**src/rtl/intc_pkg.sv**
```systemverilog
package intc_pkg;
  localparam int unsigned DW   = 32;
  localparam int unsigned AW   = 3;
  localparam int unsigned NGRP = 4;

  typedef enum logic [AW-1:0] {
    A_SRCPND = 3'd0,
    A_MODE   = 3'd1,
    A_MASK   = 3'd2,
    A_INTPND = 3'd3,
    A_OFFSET = 3'd4,
    A_SUBPND = 3'd5,
    A_SUBMSK = 3'd6
  } regsel_e;
endpackage

```
**src/rtl/intc_subcascade.sv**
```systemverilog
module intc_subcascade
  import intc_pkg::*;
#(
  parameter int unsigned NSUB = 11,
  parameter int unsigned GRP_FIRST [NGRP] = '{0, 3, 6, 9},
  parameter int unsigned GRP_LAST  [NGRP] = '{2, 5, 8, 10}
) (
  input  logic            clk_i,
  input  logic            rst_ni,
  input  logic [NSUB-1:0] sub_i,
  input  logic [NSUB-1:0] clr_i,
  input  logic            msk_we_i,
  input  logic [NSUB-1:0] msk_wdata_i,
  output logic [NSUB-1:0] subpend_o,
  output logic [NSUB-1:0] submask_o,
  output logic [NGRP-1:0] grp_req_o
);
  logic [NSUB-1:0] pend_q, msk_q, live;

  always_ff @(posedge clk_i) begin
    if (!rst_ni) begin
      pend_q <= '0;
      msk_q  <= '1;
    end else begin
      // level request wins over a clear in the same cycle
      pend_q <= (pend_q & ~clr_i) | sub_i;
      if (msk_we_i) msk_q <= msk_wdata_i;
    end
  end

  assign live = pend_q & ~msk_q;

  for (genvar g = 0; g < NGRP; g++) begin : g_grp
    assign grp_req_o[g] = |live[GRP_LAST[g]:GRP_FIRST[g]];
  end

  assign subpend_o = pend_q;
  assign submask_o = msk_q;
endmodule

```
**src/rtl/intc_srcpend.sv**
```systemverilog
module intc_srcpend
  import intc_pkg::*;
#(
  parameter int unsigned NSRC  = 32,
  parameter int unsigned RSV_A = 6,
  parameter int unsigned RSV_B = 24,
  parameter int unsigned PARENT_POS [NGRP] = '{16, 17, 18, 19}
) (
  input  logic            clk_i,
  input  logic            rst_ni,
  input  logic [NSRC-1:0] src_i,
  input  logic [NGRP-1:0] grp_req_i,
  input  logic [NSRC-1:0] clr_i,
  output logic [NSRC-1:0] srcpend_o
);
  function automatic int parent_of(int unsigned b);
    for (int g = 0; g < int'(NGRP); g++)
      if (PARENT_POS[g] == b) return g;
    return -1;
  endfunction

  logic [NSRC-1:0] req, pend_q;

  for (genvar i = 0; i < NSRC; i++) begin : g_bit
    localparam int PIDX = parent_of(i);
    if (i == RSV_A || i == RSV_B) begin : g_rsv
      assign req[i] = 1'b0;
    end else if (PIDX >= 0) begin : g_par
      assign req[i] = grp_req_i[PIDX];
    end else begin : g_dir
      assign req[i] = src_i[i];
    end
  end

  always_ff @(posedge clk_i) begin
    if (!rst_ni) pend_q <= '0;
    else         pend_q <= (pend_q & ~clr_i) | req;
  end

  assign srcpend_o = pend_q;
endmodule

```
**src/rtl/intc_arbiter.sv**
```systemverilog
module intc_arbiter #(
  parameter int unsigned NSRC = 32,
  localparam int unsigned OW  = $clog2(NSRC)
) (
  input  logic            clk_i,
  input  logic            rst_ni,
  input  logic [NSRC-1:0] srcpend_i,
  input  logic [NSRC-1:0] mask_i,
  input  logic [NSRC-1:0] mode_i,
  input  logic [NSRC-1:0] clr_i,
  output logic [NSRC-1:0] intpend_o,
  output logic [OW-1:0]   offset_o
);
  logic [NSRC-1:0] cand, pick, held_q, held_nxt;
  logic [OW-1:0]   idx, off_q;

  assign cand = srcpend_i & ~mask_i & ~mode_i;
  assign pick = cand & (~cand + {{(NSRC-1){1'b0}}, 1'b1});

  always_comb begin
    idx = '0;
    for (int i = NSRC - 1; i >= 0; i--)
      if (cand[i]) idx = OW'(i);
  end

  assign held_nxt = held_q & ~clr_i;

  always_ff @(posedge clk_i) begin
    if (!rst_ni) begin
      held_q <= '0;
      off_q  <= '0;
    end else if (|held_q) begin
      held_q <= held_nxt;
      if (held_nxt == '0) off_q <= '0;
    end else if (|cand) begin
      held_q <= pick;
      off_q  <= idx;
    end
  end

  assign intpend_o = held_q;
  assign offset_o  = off_q;
endmodule

```
**src/rtl/intc_cascade.sv**
```systemverilog
module intc_cascade
  import intc_pkg::*;
#(
  parameter int unsigned NSRC  = 32,
  parameter int unsigned NSUB  = 11,
  parameter int unsigned RSV_A = 6,
  parameter int unsigned RSV_B = 24,
  parameter int unsigned PARENT_POS [NGRP] = '{16, 17, 18, 19},
  parameter int unsigned GRP_FIRST  [NGRP] = '{0, 3, 6, 9},
  parameter int unsigned GRP_LAST   [NGRP] = '{2, 5, 8, 10}
) (
  input  logic              clk_i,
  input  logic              rst_ni,
  input  logic              wr_en_i,
  input  logic              rd_en_i,
  input  logic [AW-1:0]     addr_i,
  input  logic [DW-1:0]     wr_data_i,
  output logic [DW-1:0]     rd_data_o,
  input  logic [NSRC-1:0]   src_i,
  input  logic [NSUB-1:0]   sub_i,
  output logic              irq_o,
  output logic              fiq_o
);
  localparam int unsigned OW = $clog2(NSRC);

  logic [NSRC-1:0] srcpend_q, intpend_q, mask_q, mode_q, wv;
  logic [NSUB-1:0] subpend_q, submask_q;
  logic [NGRP-1:0] grp_req;
  logic [OW-1:0]   offset_q;
  logic [DW-1:0]   rd_mux, rd_q;

  function automatic logic hit(logic en, logic [AW-1:0] a, regsel_e r);
    return en && (a == r);
  endfunction

  assign wv = wr_data_i[NSRC-1:0];

  intc_subcascade #(
    .NSUB(NSUB), .GRP_FIRST(GRP_FIRST), .GRP_LAST(GRP_LAST)
  ) u_sub (
    .clk_i       (clk_i),
    .rst_ni      (rst_ni),
    .sub_i       (sub_i),
    .clr_i       (hit(wr_en_i, addr_i, A_SUBPND) ? wr_data_i[NSUB-1:0] : '0),
    .msk_we_i    (hit(wr_en_i, addr_i, A_SUBMSK)),
    .msk_wdata_i (wr_data_i[NSUB-1:0]),
    .subpend_o   (subpend_q),
    .submask_o   (submask_q),
    .grp_req_o   (grp_req)
  );

  intc_srcpend #(
    .NSRC(NSRC), .RSV_A(RSV_A), .RSV_B(RSV_B), .PARENT_POS(PARENT_POS)
  ) u_src (
    .clk_i     (clk_i),
    .rst_ni    (rst_ni),
    .src_i     (src_i),
    .grp_req_i (grp_req),
    .clr_i     (hit(wr_en_i, addr_i, A_SRCPND) ? wv : '0),
    .srcpend_o (srcpend_q)
  );

  intc_arbiter #(.NSRC(NSRC)) u_arb (
    .clk_i     (clk_i),
    .rst_ni    (rst_ni),
    .srcpend_i (srcpend_q),
    .mask_i    (mask_q),
    .mode_i    (mode_q),
    .clr_i     (hit(wr_en_i, addr_i, A_INTPND) ? wv : '0),
    .intpend_o (intpend_q),
    .offset_o  (offset_q)
  );

  always_ff @(posedge clk_i) begin
    if (!rst_ni) begin
      mask_q <= '1;
      mode_q <= '0;
      rd_q   <= '0;
    end else begin
      if (hit(wr_en_i, addr_i, A_MASK)) mask_q <= wv;
      // keep only the lowest set bit so at most one source is diverted
      if (hit(wr_en_i, addr_i, A_MODE))
        mode_q <= wv & (~wv + {{(NSRC-1){1'b0}}, 1'b1});
      if (rd_en_i) rd_q <= rd_mux;
    end
  end

  always_comb begin
    case (addr_i)
      A_SRCPND: rd_mux = DW'(srcpend_q);
      A_MODE:   rd_mux = DW'(mode_q);
      A_MASK:   rd_mux = DW'(mask_q);
      A_INTPND: rd_mux = DW'(intpend_q);
      A_OFFSET: rd_mux = DW'(offset_q);
      A_SUBPND: rd_mux = DW'(subpend_q);
      A_SUBMSK: rd_mux = DW'(submask_q);
      default:  rd_mux = '0;
    endcase
  end

  assign rd_data_o = rd_q;
  assign irq_o     = |intpend_q;
  assign fiq_o     = |(srcpend_q & mode_q & ~mask_q);
endmodule

```
**config.mk**
```make
export PLATFORM = sky130hd
export DESIGN_NAME = intc_cascade
export DESIGN_NICKNAME = d
export VERILOG_FILES = /design/src/rtl/intc_pkg.sv /design/src/rtl/intc_subcascade.sv /design/src/rtl/intc_srcpend.sv /design/src/rtl/intc_arbiter.sv /design/src/rtl/intc_cascade.sv
export SDC_FILE = /design/constraint.sdc
export NUM_CORES = 1
export LEC_CHECK = 0
export BUFFER_PORTS_ARGS = -buffer_cell sky130_fd_sc_hd__clkbuf_2
export CORE_MARGIN = 2
export CORE_UTILIZATION = 60
export CTS_BUF_LIST = sky130_fd_sc_hd__clkbuf_2 sky130_fd_sc_hd__clkbuf_4 sky130_fd_sc_hd__clkbuf_8
export DETAILED_ROUTE_END_ITERATION = 10
export PLACE_DENSITY = 0.89
export SYNTH_ARGS = -nofsm -noshare
export SYNTH_HDL_FRONTEND = slang
export SYNTH_SLANG_ARGS = --single-unit
```
**constraint.sdc**
```tcl
create_clock -name clk_i -period 3.05 [get_ports clk_i]
set_input_delay 0.7625 -clock clk_i [delete_from_list [all_inputs] [get_ports clk_i]]
set_output_delay 0.7625 -clock clk_i [all_outputs]
set_load 0.03 [all_outputs]
```
==> results.toml, run 1 <==
[critical_path]
reg2reg_from = "u_arb.intpend_o[18]"
r2r-end = "u_arb.offset_o[4]"
cp_cell_sequence = "nor4_1 > nand4_1 > nor2_1 > inv_1 > clkbuf_2"
crit_type = "reg -> out"
timing.critical_path.to_type = "output pin"
critical-path-slowest-cell = "nor4_1"
flop_to_flop_setup_slack_ns = 0.31
worst_endpoint_required_time_ns = 2.29
cp_slowest_stage_delay_ns = 0.58
critPathMaxFanout = 3
start_kind = "flop"
worstPathArrival_ns = 2.23
critPathBufInv = 2
timing.reg2reg.worst_path_depth = 8
worst_path_dominant_cell_family = "simple AND/OR/NAND/NOR gates"

[worst_hold_path]
whs_endpoint = "u_sub.subpend_o[5]"
min-delay-start = "sub_i[5]"
worstHoldPathType = "in -> reg"
holdPathStages = 2

[layout]
areaGrowthSynthToFinish_pct = 14.2
nNetsFinal = 1324
n_antenna_cell = 0
fillerInstances = 1226
finish.instance_area_um2 = 10600
share_of_post_route_cells_with_drive_strength_above_1_pct = 18.3
area.sequential_um2 = 3740
multiInputGateArea_um2 = 5100

[logic_synthesis]
synth_flop_cell = "dfxtp_1"
post-synth-top-area-fraction_pct = 40.2
syn_nets = 1215
synth.yosys.warnings = 0
synth_enable_flop_cells = 0
avg_synthesized_cell_area_um2 = 8.23
yosys_register_bits = 187
synth_top_cells_by_area = "dfxtp_1, nand2_1, a21oi_1"
synth_top_cell_by_area = "dfxtp_1"
post_synth_num_cell_types = 62
synth_async_sr_flop_share_pct = 0
netlist_instances = 1133
yosysSeqAreaShare_pct = 40.2
synthesis.area_um2 = 9320

[clock_network]
cts_hold_buffers = 0
clkTransAtPathRegs_ns = 0.10
clock_tree.htree_level_count = 4
cts-resized-gates = 0
cts_num_sinks = 187
numCtsBuffers = 17
cts_tree = "done"
clk_path_buf_depth = 2
clk_root_buffer_cell = "clkbuf_8"
clock_insertion_delay_worst_skew_ns = 0.49
cts_setup_buffers = 0

[sta]
grt_setup_unrepaired = "false"
max_freq_ghz = 0.335
finalSetupViolCount = 0
worst_slew_pin_slew_ns = 0.778
timing_max_transition_violations_final = 0
relSlewSlack_pct = 48.0
min_period_over_period_pct = 98.0
finalWorstPathRequiredPeriod_ns = 2.99
hold_viol = 0
clock-skew-final_ns = 0.0160
final_critical_path_setup_slack_ns = 0.0619

[drt]
route.final.wire_length_um = 29300
drcViolationCount = 0
drt_first_iter_violations = 1442
drtPass1Iterations = 6
dr_total_vias = 9444
detail_route.vias_per_cell = 6.55
route.detailed.wl_per_inst_um = 20.3
antenna_violating_nets_post_route = 0

[power]
peakVddDrop_uv = 324
pwr_density_cell_nw_per_um2 = 474
cellLeakagePower_nw = 4.23

[floorplanning]
dieArea_um2 = 16600
die_height_um = 129
core.rowCount = 45
die_width_um = 129
start_util_pct = 61.3
coreArea_um2 = 15200
ios = 116

[grt]
overflow = 0
grt_pass1_vias = 8594
grt_max_degree = 97
grt_antenna_before_repair = 0
grt.total_usage_pct = 35.7
first_pass_grt_wire_length_um = 45600

[status]
result_of_the_run = "completed"

[placed_design]
finalWeightedCongestion = 0.997
place_ws_ns = -0.0411
place.port_buffers = 109
placed_area_um2 = 10300
dp_hpwl_um = 21100

[flow_run]
max_cap_violations = 0
[power by group]
group / internal (mW) / switching [mW] / total [mW]
Combinational: 0.307 / 0.487 / 0.794
Sequential: 2.53 / 0.0882 / 2.62
Clock: 0.726 / 0.906 / 1.63
[final cells by class]
type | instances | area share (%)
tap | 188 | 2.21
multi-input combinational | 822 | 47.9
clock inverter | 9 | 0.846
clock buffer | 22 | 2.73
inverter | 50 | 1.76
timing repair buffer | 164 | 9.38
sequential | 187 | 35.2
[routing by layer]
metal | routed length, µm | track usage [%] | up-vias | share of wire, %
met3 | 3360 | 9.40 | 111 | 11
met4 | 1400 | 17.8 | 0 | 4.8
met1 | 11700 | 48.0 | 4395 | 40
met5 | 0 | 0 | - | 0
li1 | - | - | 4352 | -
met2 | 12800 | 53.4 | 586 | 44
[worst reg2reg max path, stage by stage, from the launching register on]
cell and delay (ns):
dfxtp_1 0.34, nor4_1 0.58, nand4_1 0.28, nor3_1 0.36, nand3_1 0.26, nor2_1 0.32, a21oi_1 0.12, buf_4 0.18
o221a_2 0.23
[registers in the layout, indices dropped and copies added, names as in the netlist]
signal,flops
mask_q,32
mode_q,32
rd_data_o,32
u_arb.intpend_o,32
u_arb.offset_o,5
u_src.srcpend_o,32
u_sub.submask_o,11
u_sub.subpend_o,11
[cell usage after synthesis (4+ instances only)]
cell,n
a31oi_1,11
clkbuf_1,67
o32ai_1,4
nand4b_1,4
a21boi_0,26
a32oi_1,7
nor3_1,10
nand2b_1,5
a21oi_1,92
nor2_1,40
mux2i_1,11
nor3b_1,31
o21a_1,29
o211ai_1,36
mux4_2,4
inv_1,49
a22oi_1,49
dfxtp_1,187
or3b_2,13
nand3b_1,33
and3_1,4
nor2b_1,71
nand3_1,29
a22o_1,5
buf_1,4
nor4_1,25
a221oi_1,5
nand2_1,142
o22ai_1,14
and2_1,14
o21ai_0,39
nand4_1,28
[worst max path at each step]
stage,start,slack (ns),cells past startpoint,to
5_1_grt,u_arb.intpend_o[18],0.09,5,irq_o
6_report,u_arb.intpend_o[18],0.06,5,irq_o
2_1_floorplan,wr_data_i[9],0.20,8,mode_q[31]
3_5_place_dp,wr_data_i[9],-0.04,9,mode_q[31]
4_1_cts,u_arb.intpend_o[18],0.18,5,irq_o
3_3_place_gp,wr_data_i[9],-0.02,9,mode_q[31]
[stage by stage]
step	utilization [%]	total power [mW]	instances	hold WS [ns]	setup TNS (ns)
floorplan	-	3.13	1133	0.433	0
global placement	67.5	3.42	1411	0.443	-0.0190
detailed placement	67.5	3.44	1411	0.464	-0.0777
CTS	70.0	5.01	1442	0.470	0
global route	70.0	5.21	1442	0.461	0
finish	70.0	5.05	1442	0.473	0
[placed cells by master, fill, tap and decap left out, drive strengths merged, types with 5 or more instances in the layout]
cell / Yosys / routed
o21ai: 40 / 40
o22ai: 14 / 14
clkinvlp: 0 / 5
a21boi: 26 / 26
a21oi: 92 / 92
nand3: 30 / 30
a31oi: 11 / 11
nor2b: 71 / 71
nor2: 40 / 40
o211ai: 36 / 36
nor4: 28 / 28
inv: 49 / 50
a221oi: 5 / 5
clkbuf: 68 / 130
nand2b: 5 / 5
dfxtp: 187 / 187
nor3b: 31 / 31
nand4: 29 / 29
nor3: 10 / 10
a32oi: 7 / 7
a22oi: 49 / 49
or3b: 13 / 13
o21a: 29 / 29
a22o: 5 / 5
nand2: 142 / 142
and2: 15 / 15
mux2i: 11 / 11
nand3b: 33 / 33
buf: 6 / 56
[logic make-up after synthesis]
| logic type | count (synthesis) | synth area share (%) |
|---|---|---|
| simple gates | 468 | 28.4 |
| compound gates | 336 | 23.7 |
| flops | 187 | 40.2 |
| buf+inv | 124 | 5.26 |
| mux | 18 | 2.51 |
Note: power is estimated with default switching activity, not from simulation.
==> run 2, diff against run 1 <==
Settings changed: CORE_UTILIZATION 60 to 55, PLACE_DENSITY 0.89 to 0.83.
==> results.toml, run 2 (synthesized netlist as in run 1, its figures left out) <==
[layout]
finalCoreUtilization_pct = 65.3
fillerInstances = 1443
layout.cells.most_common_list = "dfxtp_1, nand2_1, clkbuf_2"
nNetsFinal = 1341
area.sequential_um2 = 3740
finish.instance_area_um2 = 10800
share_of_post_route_cells_with_drive_strength_above_1_pct = 19.4
commonest_non_fill_non_tap_cell_in_the_layout = "dfxtp_1"
areaGrowthSynthToFinish_pct = 16.2
n_antenna_cell = 0
multiInputGateArea_um2 = 5100

[drt]
wirelength_met1_um = 12500
route.final.wire_length_um = 29900
detail_route.vias_per_cell = 6.34
dr_wl_met3_um = 3100
maxUsedRoutingLayer = "met4"
wl_met2_um = 13500
dr_total_vias = 9458
antenna_violating_nets_post_route = 0
route.detailed.wl_per_inst_um = 20.1
drt_first_iter_violations = 1189
drcViolationCount = 0
drtPass1Iterations = 6

[placed_design]
finalWeightedCongestion = 0.988
dp_hpwl_um = 22100
place.port_buffers = 109
place_ws_ns = -0.0558
placed_area_um2 = 10400

[grt]
overflow = 0
first_pass_grt_wire_length_um = 47700
grt_antenna_before_repair = 0
grt_max_degree = 64
grt_pass1_vias = 8815
grt.total_usage_pct = 33.8

[sta]
grt_setup_unrepaired = "false"
hold_viol = 0
relSlewSlack_pct = 54.8
finalWorstPathRequiredPeriod_ns = 3.00
worst_slew_pin_slew_ns = 0.677
timing_max_transition_violations_final = 0
max_freq_ghz = 0.334
clock-skew-final_ns = 0.0136
final_critical_path_setup_slack_ns = 0.0541
finalSetupViolCount = 0
min_period_over_period_pct = 98.2

[clock_network]
cts_setup_buffers = 0
cts_hold_buffers = 0
clkTransAtPathRegs_ns = 0.10
numCtsBuffers = 17
clock_insertion_delay_worst_skew_ns = 0.49
cts_num_sinks = 187
cts_tree = "done"
clock_tree.htree_level_count = 4
clk_path_buf_depth = 2
clk_root_buffer_cell = "clkbuf_8"
cts-resized-gates = 0

[floorplanning]
start_util_pct = 56.2
die_height_um = 134
die_width_um = 134
coreArea_um2 = 16600
core.rowCount = 47
ios = 116
dieArea_um2 = 18000

[status]
result_of_the_run = "completed"

[critical_path]
critPathMaxFanout = 3
worst_endpoint_required_time_ns = 2.29
flop_to_flop_setup_slack_ns = 0.47
worstPathArrival_ns = 2.23
start_kind = "flop"
crit_type = "reg -> out"
timing.critical_path.to_type = "output pin"

[power]
cellLeakagePower_nw = 4.33
peakVddDrop_uv = 276
post-layout-total-power_mw = 5.14
pwr_density_cell_nw_per_um2 = 475

[flow_run]
max_cap_violations = 0

[worst_hold_path]
worstHoldPathType = "in -> reg"
-- run 2: cell count changes in the layout (fill, tap and decap cells not counted) --
cell / delta
clkinv_4: +2
buf_4: +17
clkbuf_8: -1
clkbuf_4: -2
bufinv_16: +1
inv_6: +2
clkinvlp_4: -2
-- run 2: path summary, 6_finish.rpt --
check                                         start                 end  cells past startpoint
worst max-delay path            u_arb.intpend_o[10]               irq_o                      5
worst max register to register  u_arb.intpend_o[10]   u_arb.offset_o[4]                      9
worst min register to register        rd_data_o[13]       rd_data_o[13]                      2
worst min-delay path                       sub_i[6]  u_sub.subpend_o[6]                      2
-- run 2: power by group --
part | switching, mW | total (mW) | internal (mW)
Sequential | 0.0863 | 2.62 | 2.53
Combinational | 0.491 | 0.812 | 0.321
Clock | 0.936 | 1.71 | 0.776
Total | 1.51 | 5.14 | 3.63
-- run 2: per-layer routing --
layer	global-route usage [%]	vias to the layer above
met1	46.3	4424
met2	52.7	581
met4	11.8	0
met3	7.75	70
li1	-	4383
met5	0	-
-- run 2: layout make-up --
cell class / instances / area share, %
Inverter: 50 / 1.73
Clock buffer: 19 / 2.41
Tap cell: 220 / 2.54
Sequential cell: 187 / 34.5
Timing Repair Buffer: 181 / 10.4
Multi-Input combinational cell: 822 / 47.1
Clock inverter: 12 / 1.29
-- run 2: metrics by stage --
step / std cells / TNS [ns] / hold slack, ns
detailed placement: 1460 / -0.0841 / 0.466
floorplan: 1133 / 0 / 0.433
CTS: 1491 / 0 / 0.476
global route: 1491 / 0 / 0.487
finish: 1491 / 0 / 0.485
global placement: 1460 / -0.0558 / 0.451
-- run 2: critical path: stages, from the launching register on --
cell	delay, ns
dfxtp_1	0.35
nor4_1	0.60
nand4_1	0.27
nor2_1	0.26
inv_1	0.08
clkbuf_2	0.18
==> run 3, diff against run 2 <==
Settings changed: ABC_AREA set to 1.
==> results.toml, run 3 <==
[critical_path]
cp.depth = 7
crit_type = "reg -> out"
critPathMaxFanout = 3
critical-path-slowest-cell = "or4_4"
worst_endpoint_required_time_ns = 2.29
worst_path_dominant_cell_family = "simple AND/OR/NAND/NOR gates"
flop_to_flop_setup_slack_ns = 0.33
start_kind = "flop"
worstPathArrival_ns = 2.26
cp_slowest_stage_delay_ns = 0.55
cp_cell_sequence = "inv_1 > nand3_1 > o31ai_2 > a311oi_2 > nand4_1 > or4_4 > buf_8"
timing.critical_path.to_type = "output pin"
timing.reg2reg.worst_path_depth = 19
critPathBufInv = 2

[floorplanning]
ios = 116
dieArea_um2 = 17900
die_width_um = 134
start_util_pct = 56.2
die_height_um = 134
coreArea_um2 = 16500
core.rowCount = 47

[logic_synthesis]
compound_gate_fraction_of_synth_area_pct = 25.3
synthesis.area_um2 = 9280
post_synth_num_cell_types = 47
yosysSeqAreaShare_pct = 40.3
post_synth_most_frequent_cells = "inv_1, dfxtp_1, nand2_1, a21oi_1, o21ai_0"
post-synth-top-area-fraction_pct = 40.3
syn_nets = 1409
synth_simple_gate_area_share_pct = 21.3
yosys-mux-area-fraction_pct = 0
xor_xnor_share_of_the_synthesized_area_pct = 0
synth_fa_ha_area_share_pct = 0
synth_top_cell_by_area = "dfxtp_1"
synth_enable_flop_cells = 0
synth_flop_cell = "dfxtp_1"
yosys_register_bits = 187
main_combinational_cell_family_by_area_after_synthesis = "compound AO/OA/AOI/OAI gates"
avg_synthesized_cell_area_um2 = 6.99
synth_async_sr_flop_share_pct = 0
synth.most_common_cell = "inv_1"
synth.yosys.warnings = 0
synth_top_cells_by_area = "dfxtp_1, inv_1, a21oi_1"
netlist_instances = 1327

[placed_design]
place_ws_ns = 0.123
placed_area_um2 = 10200
place.port_buffers = 109
finalWeightedCongestion = 0.947
dp_hpwl_um = 20500

[clock_network]
cts_num_sinks = 187
clock_tree.htree_level_count = 4
clk_path_buf_depth = 2
clkTransAtPathRegs_ns = 0.10
clock_insertion_delay_worst_skew_ns = 0.49
cts_tree = "done"
numCtsBuffers = 17
clk_root_buffer_cell = "clkbuf_8"
cts_hold_buffers = 0

[sta]
hold_viol = 0
setup_tns_ns = 0
finalWorstPathRequiredPeriod_ns = 3.03
relSlewSlack_pct = 55.2
timing_max_transition_violations_final = 0
max_freq_ghz = 0.330
clock-skew-final_ns = 0.0179
min_period_over_period_pct = 99.2
final_critical_path_setup_slack_ns = 0.0239
hold_slack_ns = 0.467
finalSetupViolCount = 0
worst_slew_pin_slew_ns = 0.672

[drt]
antenna_violating_nets_post_route = 0
route.final.wire_length_um = 28300
dr_total_vias = 9768
detail_route.vias_per_cell = 5.87
route.detailed.wl_per_inst_um = 17.0
drtPass1Iterations = 6
drt_first_iter_violations = 929
maxUsedRoutingLayer = "met4"
wirelength_met1_um = 11900
wl_met2_um = 13000
drcViolationCount = 0
dr_wl_met3_um = 2620

[grt]
grt_antenna_before_repair = 0
grt_max_degree = 61
grt_pass1_vias = 9250
overflow = 0
grt.total_usage_pct = 31.7
first_pass_grt_wire_length_um = 45400

[layout]
share_of_post_route_cells_with_drive_strength_above_1_pct = 15.3
commonest_non_fill_non_tap_cell_in_the_layout = "inv_1"
layout.cells.most_common_list = "inv_1, dfxtp_1, nand2_1"
n_antenna_cell = 0
nNetsFinal = 1515
finish.instance_area_um2 = 10700
areaGrowthSynthToFinish_pct = 14.9

[flow_run]
max_cap_violations = 0

[power]
share_clk_of_total_power_pct = 32.1
seqPwrFrac_pct = 47.4
power_report.internal_total_mw = 3.78
total_switching_power_mw = 1.79
pwr_density_cell_nw_per_um2 = 523
cellLeakagePower_nw = 4.76
peakVddDrop_uv = 373
p_comb_share_pct = 20.5
sw_frac_of_total_pct = 32.1

[worst_hold_path]
worstHoldPathType = "reg -> reg"
holdPathStages = 2

[status]
result_of_the_run = "completed"
-- run 3: per-layer routing --
layer  vias to the layer above  track usage [%]
li1                       4694                -
met1                      4496             40.8
met2                       516             52.3
met3                        62             6.31
met4                         0             12.5
met5                         -                0
-- run 3: logic make-up after synthesis --
family,count (synthesis)
flip-flops,187
AO/OA/AOI/OAI,401
buffers and inverters,315
AND/OR/NAND/NOR,424
-- run 3: worst min-delay path: cells and delay by family, from the launching register on --
kind	cells	cell delay, ns
DFF	1	0.32
and+or+nand+nor	1	0.06
AOI/OAI and AO/OA	1	0.05
-- run 3: worst paths after layout --
| kind | startpoint | endpoint |
|---|---|---|
| max | mask_q[3] | fiq_o |
| min | rd_data_o[11] | rd_data_o[11] |
| max reg2reg | u_src.srcpend_o[1] | u_arb.offset_o[4] |
| min reg2reg | rd_data_o[11] | rd_data_o[11] |
-- run 3: metrics by stage --
stage	util, %	power (mW)	std cells
2_1_floorplan	-	3.41	1327
3_3_place_gp	61.6	3.78	1633
3_5_place_dp	61.6	3.80	1633
4_1_cts	64.4	5.55	1664
5_1_grt	64.5	5.79	1665
6_report	64.5	5.57	1665
-- run 3: power groups by stage --
stage | Sequential [mW] | Clock [mW] | Combinational, mW
2_1_floorplan | 2.71 | 0 | 0.697
3_3_place_gp | 2.69 | 0 | 1.09
3_5_place_dp | 2.69 | 0 | 1.11
4_1_cts | 2.64 | 1.79 | 1.12
5_1_grt | 2.65 | 1.90 | 1.24
6_report | 2.64 | 1.79 | 1.14
-- run 3: final cells by class --
class                           instances  area [µm²]
Multi-Input combinational cell        825        4370
Clock inverter                         12         163
Clock buffer                           19         262
Timing Repair Buffer                  146         883
Fill cell                            1452        5860
Tap cell                              220         275
Sequential cell                       187        3750
Inverter                              256         963
-- run 3: timing repair --
| action | 4_1_cts | 5_1_grt |
|---|---|---|
| pin swaps | 3 | 7 |
| setup endpoints to repair | 1 | 1 |
| buffers inserted | 0 | 1 |
| gates resized for setup | 6 | 8 |
| cloned | 0 | 0 |
